## config.mk

```make
export PLATFORM = sky130hd
export DESIGN_NAME = edo_sequencer
export DESIGN_NICKNAME = d
export VERILOG_FILES = /design/src/rtl/edo_pkg.sv /design/src/rtl/edo_sequencer.sv
export SDC_FILE = /design/constraint.sdc
export NUM_CORES = 1
export LEC_CHECK = 0
export ABC_AREA = 1
export CAP_MARGIN = 25
export CELL_PAD_IN_SITES_DETAIL_PLACEMENT = 1
export CELL_PAD_IN_SITES_GLOBAL_PLACEMENT = 1
export CORE_MARGIN = 2
export CORE_UTILIZATION = 31
export CTS_BUF_LIST = sky130_fd_sc_hd__clkbuf_4
export DETAILED_ROUTE_END_ITERATION = 6
export PLACE_DENSITY_LB_ADDON = 0.1
export SYNTH_ARGS = -nofsm -noshare
export SYNTH_HDL_FRONTEND = slang
export SYNTH_SLANG_ARGS = --single-unit
export TNS_END_PERCENT = 5
```

## constraint.sdc

```tcl
create_clock -name clk -period 1.6 [get_ports clk]
set_input_delay 0.4 -clock clk [delete_from_list [all_inputs] [get_ports clk]]
set_output_delay 0.4 -clock clk [all_outputs]
set_load 0.005 [all_outputs]
```

## src/rtl/edo_pkg.sv

```systemverilog
package edo_pkg;
    typedef enum logic [2:0] {
        ST_IDLE     = 3'd0,
        ST_ROW_OPEN = 3'd1,
        ST_READ     = 3'd2,
        ST_WRITE    = 3'd3,
        ST_REFRESH  = 3'd4
    } edo_state_t;
endpackage

```

## src/rtl/edo_sequencer.sv

```systemverilog
module edo_sequencer
    import edo_pkg::*;
#(
    parameter int DATA_W = 8,
    parameter int ROW_W  = 4,
    parameter int COL_W  = 4,
    parameter int REF_W  = 9,
    localparam int ADDR_W = (ROW_W > COL_W) ? ROW_W : COL_W,
    localparam int IDX_W  = ROW_W + COL_W
) (
    input  logic              clk,
    input  logic              rst_n,
    input  logic              ras_n,
    input  logic              cas_n,
    input  logic              we_n,
    input  logic              oe_n,
    input  logic [ADDR_W-1:0] addr,
    input  logic              ras_fall,
    input  logic              cas_fall,
    input  logic [DATA_W-1:0] rd_data,
    output logic              wr_en,
    output logic [IDX_W-1:0]  idx,
    output logic [DATA_W-1:0] held_data,
    output logic              drive_en
);
    edo_state_t        st_q, st_nx;
    logic [ROW_W-1:0]  row_q, row_nx;
    logic [COL_W-1:0]  col_q, col_nx;
    logic [DATA_W-1:0] dlat_q, dlat_nx;
    logic              drv_q, drv_nx;
    logic              en_q;
    logic [REF_W-1:0]  cnt_q, cnt_nx;

    // state register
    always_ff @(posedge clk) begin
        if (!rst_n) begin
            st_q   <= ST_IDLE;
            row_q  <= '0;
            col_q  <= '0;
            dlat_q <= '0;
            drv_q  <= 1'b0;
            en_q   <= 1'b0;
            cnt_q  <= '0;
        end else begin
            st_q   <= st_nx;
            row_q  <= row_nx;
            col_q  <= col_nx;
            dlat_q <= dlat_nx;
            drv_q  <= drv_nx;
            en_q   <= drv_nx & ~oe_n;
            cnt_q  <= cnt_nx;
        end
    end

    // next state and next output values
    always_comb begin
        st_nx   = st_q;
        row_nx  = row_q;
        col_nx  = col_q;
        dlat_nx = dlat_q;
        drv_nx  = drv_q;
        cnt_nx  = cnt_q;
        wr_en   = 1'b0;
        unique case (st_q)
            ST_IDLE: begin
                if (ras_fall) begin
                    if (!cas_n) begin
                        st_nx  = ST_REFRESH;
                        cnt_nx = cnt_q + REF_W'(1);
                        drv_nx = 1'b0;
                    end else begin
                        st_nx  = ST_ROW_OPEN;
                        row_nx = addr[ROW_W-1:0];
                    end
                end
            end
            ST_ROW_OPEN: begin
                if (ras_n) begin
                    st_nx = ST_IDLE;
                end else if (cas_fall) begin
                    col_nx = addr[COL_W-1:0];
                    if (!we_n) begin
                        st_nx  = ST_WRITE;
                        wr_en  = 1'b1;
                        drv_nx = 1'b0;
                    end else begin
                        st_nx   = ST_READ;
                        dlat_nx = rd_data;
                        drv_nx  = 1'b1;
                    end
                end
            end
            ST_READ: begin
                if (ras_n) begin
                    st_nx = ST_IDLE;
                end else if (cas_n) begin
                    st_nx = ST_ROW_OPEN;
                end else if (!we_n) begin
                    st_nx  = ST_WRITE;
                    wr_en  = 1'b1;
                    drv_nx = 1'b0;
                end
            end
            ST_WRITE: begin
                if (ras_n)      st_nx = ST_IDLE;
                else if (cas_n) st_nx = ST_ROW_OPEN;
            end
            ST_REFRESH: begin
                if (ras_n) st_nx = ST_IDLE;
            end
            default: st_nx = ST_IDLE;
        endcase
        if (ras_n && cas_n) drv_nx = 1'b0;
        if (!we_n && !cas_n) drv_nx = 1'b0;
    end

    // outputs
    always_comb begin
        idx       = (st_q == ST_READ) ? {row_q, col_q} : {row_q, addr[COL_W-1:0]};
        held_data = dlat_q;
        drive_en  = en_q;
    end

    p_both_high_off_r4: assert property (@(posedge clk) disable iff (!rst_n)
        (ras_n && cas_n) |=> !en_q);
    p_oe_off_r5: assert property (@(posedge clk) disable iff (!rst_n)
        oe_n |=> !en_q);
    p_we_cas_off_r11: assert property (@(posedge clk) disable iff (!rst_n)
        (!we_n && !cas_n) |=> !en_q);
    p_write_quiet_r6: assert property (@(posedge clk) disable iff (!rst_n)
        (st_q == ST_WRITE) |-> !en_q);
    p_refresh_quiet_r9: assert property (@(posedge clk) disable iff (!rst_n)
        (st_q == ST_REFRESH) |-> !en_q);
    p_refresh_count_r9: assert property (@(posedge clk) disable iff (!rst_n)
        (st_q == ST_IDLE && ras_fall && !cas_n) |=> (cnt_q == $past(cnt_q) + REF_W'(1)));
    p_cas_only_hold_r8: assert property (@(posedge clk) disable iff (!rst_n)
        (st_q == ST_IDLE && ras_n) |=> $stable(dlat_q));
endmodule

```

==> impl_metrics.csv <==
group,metric,value,unit
synthesis,synthDistinctLibCells,21,
worst_setup_path,end_kind,"primary output",
grt,met3_usage,0.0311,
timing,rsz0062_at_grt,"yes",
clock_tree,tritoncts,"yes",
synthesis,ys_ff_latch,21,
synthesis,syn_area_per_cell,6.98,um2
pwr,finalPower,2.10,mW
finish,drive_gt1_frac,0.333,
synthesis,ys_warn_count,0,
clock_tree,root_buffer,"clkbuf_4",
worst_setup_path,critPathArrivalTime,1.36,ns
job,drv_cap,0,
route,drc,0,
synthesis,seq_area_frac_synth,0.404,
floorplan,io_pins,38,
pwr,p_switching,0.821,mW
floorplan,die_w,61.9,um
route,postRouteAntennaNets,0,
timing,period_minus_slack,1.76,ns
clock_tree,clkLatencyLatePin,0.30,ns
outcome,violations,"negative setup slack",
placed_design,dp_hpwl,2590,um
timing,fmax,570,MHz
timing,worst_slew_margin_rel,0.828,
grt,overflow,0,
worst_setup_path,critPathKind,"reg2out",
grt,antenna_found_initial,0,
timing,finalSetupViolCount,5,
grt,grt_util_met2,0.344,
route,vias,1191,
timing,finalHoldViolCount,0,
placed_design,portBuffers,37,
timing,tightest_slew,0.257,ns
floorplan,coreArea,0.00328,mm2
synthesis,synthCells,149,
grt,top_usage_layer,"met2",
route,dr.pass1.iters,2,
placed_design,place.gp.congestion,0.817,
finish,num_antenna_cells,0,
synthesis,yosysTopAreaCellShare,0.404,
pwr,internal_power,1.28,mW
pwr,ir_worst_vdd,0.000434,V
grt,grt_pass1_vias,1158,
outcome,status,"finished, violations left",
pwr,power_density,1220,mW/mm2
synthesis,netlist_area,0.00104,mm2
grt,grt_pass1_wl,5000,um
grt,grtUsageMet1,0.189,
finish,area_growth,65.5,%
clock_tree,cts-htree-levels,1,
pwr,pwr-share-clk,0.128,
floorplan,die-area,0.00383,mm2
timing,fin_crit_sh,1.10,
route,drtIter0Drc,34,
floorplan,rows,21,
timing,maxSlewViolCount,0,
worst_setup_path,crit_fanout,3,
worst_hold_path,hold_class,"reg2reg",
route,wl_per_cell,12.6,um
finish,finalNetCount,237,
clock_tree,cts_sinks,21,
pwr,combPwrFrac,0.537,
clock_tree,numCtsBuffers,3,
floorplan,die_y,61.9,um
floorplan,start_util,0.317,
finish,finish.utilization,0.524,
worst_setup_path,required,1.20,ns
synthesis,synth_nets,169,
synthesis,synth_largest_area_cell,"dfxtp_1",
pwr,leakage,0.843,nW
worst_setup_path,start_kind,"register",
grt,grt_max_degree,13,
clock_tree,hold_buffers,0,
timing,holdWs,0.450,ns
timing,fin_ws,-0.155,ns
grt,track_usage,0.176,
timing,finClkSkew,0.00293,ns
pwr,sw_frac_of_total,0.391,
clock_tree,cts_max_path_buffers,2,
route,viasPerCell,4.55,
clock_tree,clk_pin_slew_worst_paths,0.13,ns
pwr,power_frac_seq,0.335,
synthesis,synthTopCellsByArea,"dfxtp_1, nor2_1, nand2_1, o21ai_0, inv_1",
route,wl,3310,um
## power by group through the flow
stage	clock network (mW)	logic, mW	registers [mW]
final	0.270	1.13	0.704
after detailed placement	0	0.985	0.698
after CTS	0.279	1.10	0.700
after global placement	0	0.961	0.690
after floorplan	0	0.514	0.688
after global routing	0.298	1.24	0.715
## layout by cell type, fill, tap and decap left out
cell type / n
nand3_2: 1
o21ai_0: 17
dfxtp_1: 9
inv_1: 10
nand2_1: 28
clkbuf_4: 3
buf_2: 5
dfxtp_2: 11
dfxtp_4: 1
dlymetal6s2s_1: 3
nor4_1: 1
buf_4: 27
buf_6: 3
o21ai_2: 1
nor2_8: 1
dlygate4sd2_1: 1
a21oi_2: 1
nor2_2: 3
nand2_2: 5
nand3_1: 5
inv_2: 4
clkinv_2: 1
nand4_1: 5
nor2_4: 3
inv_4: 1
nand4_4: 1
nor2_1: 32
a21oi_1: 5
clkdlybuf4s50_1: 28
## critical path, cell delays in order, from the launching register on
cell and delay [ns]:
dfxtp_4 0.38, buf_6 0.12, nor2_4 0.14, nand2_2 0.08
nand2_1 0.06, nand2_1 0.06, a21oi_2 0.10, buf_2 0.13
## Yosys cell counts
cell / count
nor2_8: 1
nor2_1: 34
o21ai_2: 1
dfxtp_1: 21
nand2_1: 29
nand3_1: 5
nor2_4: 1
nor2_2: 3
inv_2: 3
o21ai_0: 17
clkbuf_2: 1
clkbuf_1: 1
nand4_1: 5
nor4_1: 1
inv_1: 11
buf_6: 2
a21oi_1: 6
nand4_4: 1
nand3_2: 1
inv_4: 1
nand2_2: 4
## flip-flops by register name, indices dropped and copies added, names as in the netlist
register / cells
col_q: 4
drive_en: 1
drv_q: 1
held_data: 8
row_q: 4
st_q: 3
## worst paths after layout
check	slack, ns	endpoint	depth (start not counted)	startpoint
worst max-delay path	-0.16	wr_en	7	st_q[1]
worst min-delay path	0.45	row_q[3]	2	row_q[3]
worst max register to register	0	st_q[1]	12	st_q[1]
worst min register to register	0.45	row_q[3]	2	row_q[3]
## area by class of cell
class	count	area (um2)
Clock buffer	3	22.5
Clock inverter	1	5.00
Fill cell	424	1560
Inverter	15	58.8
Multi-Input combinational cell	109	551
Sequential cell	21	438
Tap cell	46	57.6
Timing Repair Buffer	67	588
## stage by stage
stage	TNS (ns)	setup slack (ns)	instance area (um2)	cells
2_1_floorplan	0	0.218	1040	149
3_3_place_gp	-4.34	-0.613	1620	252
3_5_place_dp	-5.25	-0.625	1620	252
4_1_cts	-0.697	-0.178	1690	261
5_1_grt	-1.32	-0.219	1720	262
6_report	-0.608	-0.155	1720	262
## logic make-up after synthesis
kind of cell | Yosys count | synth area share
buf+inv | 19 | 0.0866
flops | 21 | 0.404
simple gates | 85 | 0.390
compound gates | 24 | 0.119
## timing repair
| action | CTS | global route |
|---|---|---|
| endpoints found under the setup margin | 5 | 21 |
| gates cloned | 0 | 0 |
| gates resized for setup | 35 | 12 |
| setup buffers | 5 | 1 |
| pin swaps | 4 | 4 |
## metal layers
layer	vias up	part of all wire	routed length, um
li1	608	-	-
met1	549	0.39	1290
met2	28	0.55	1820
met3	6	0.039	130
met4	0	0.019	62
met5	-	0	0
Power figures use the tool's default switching activity.
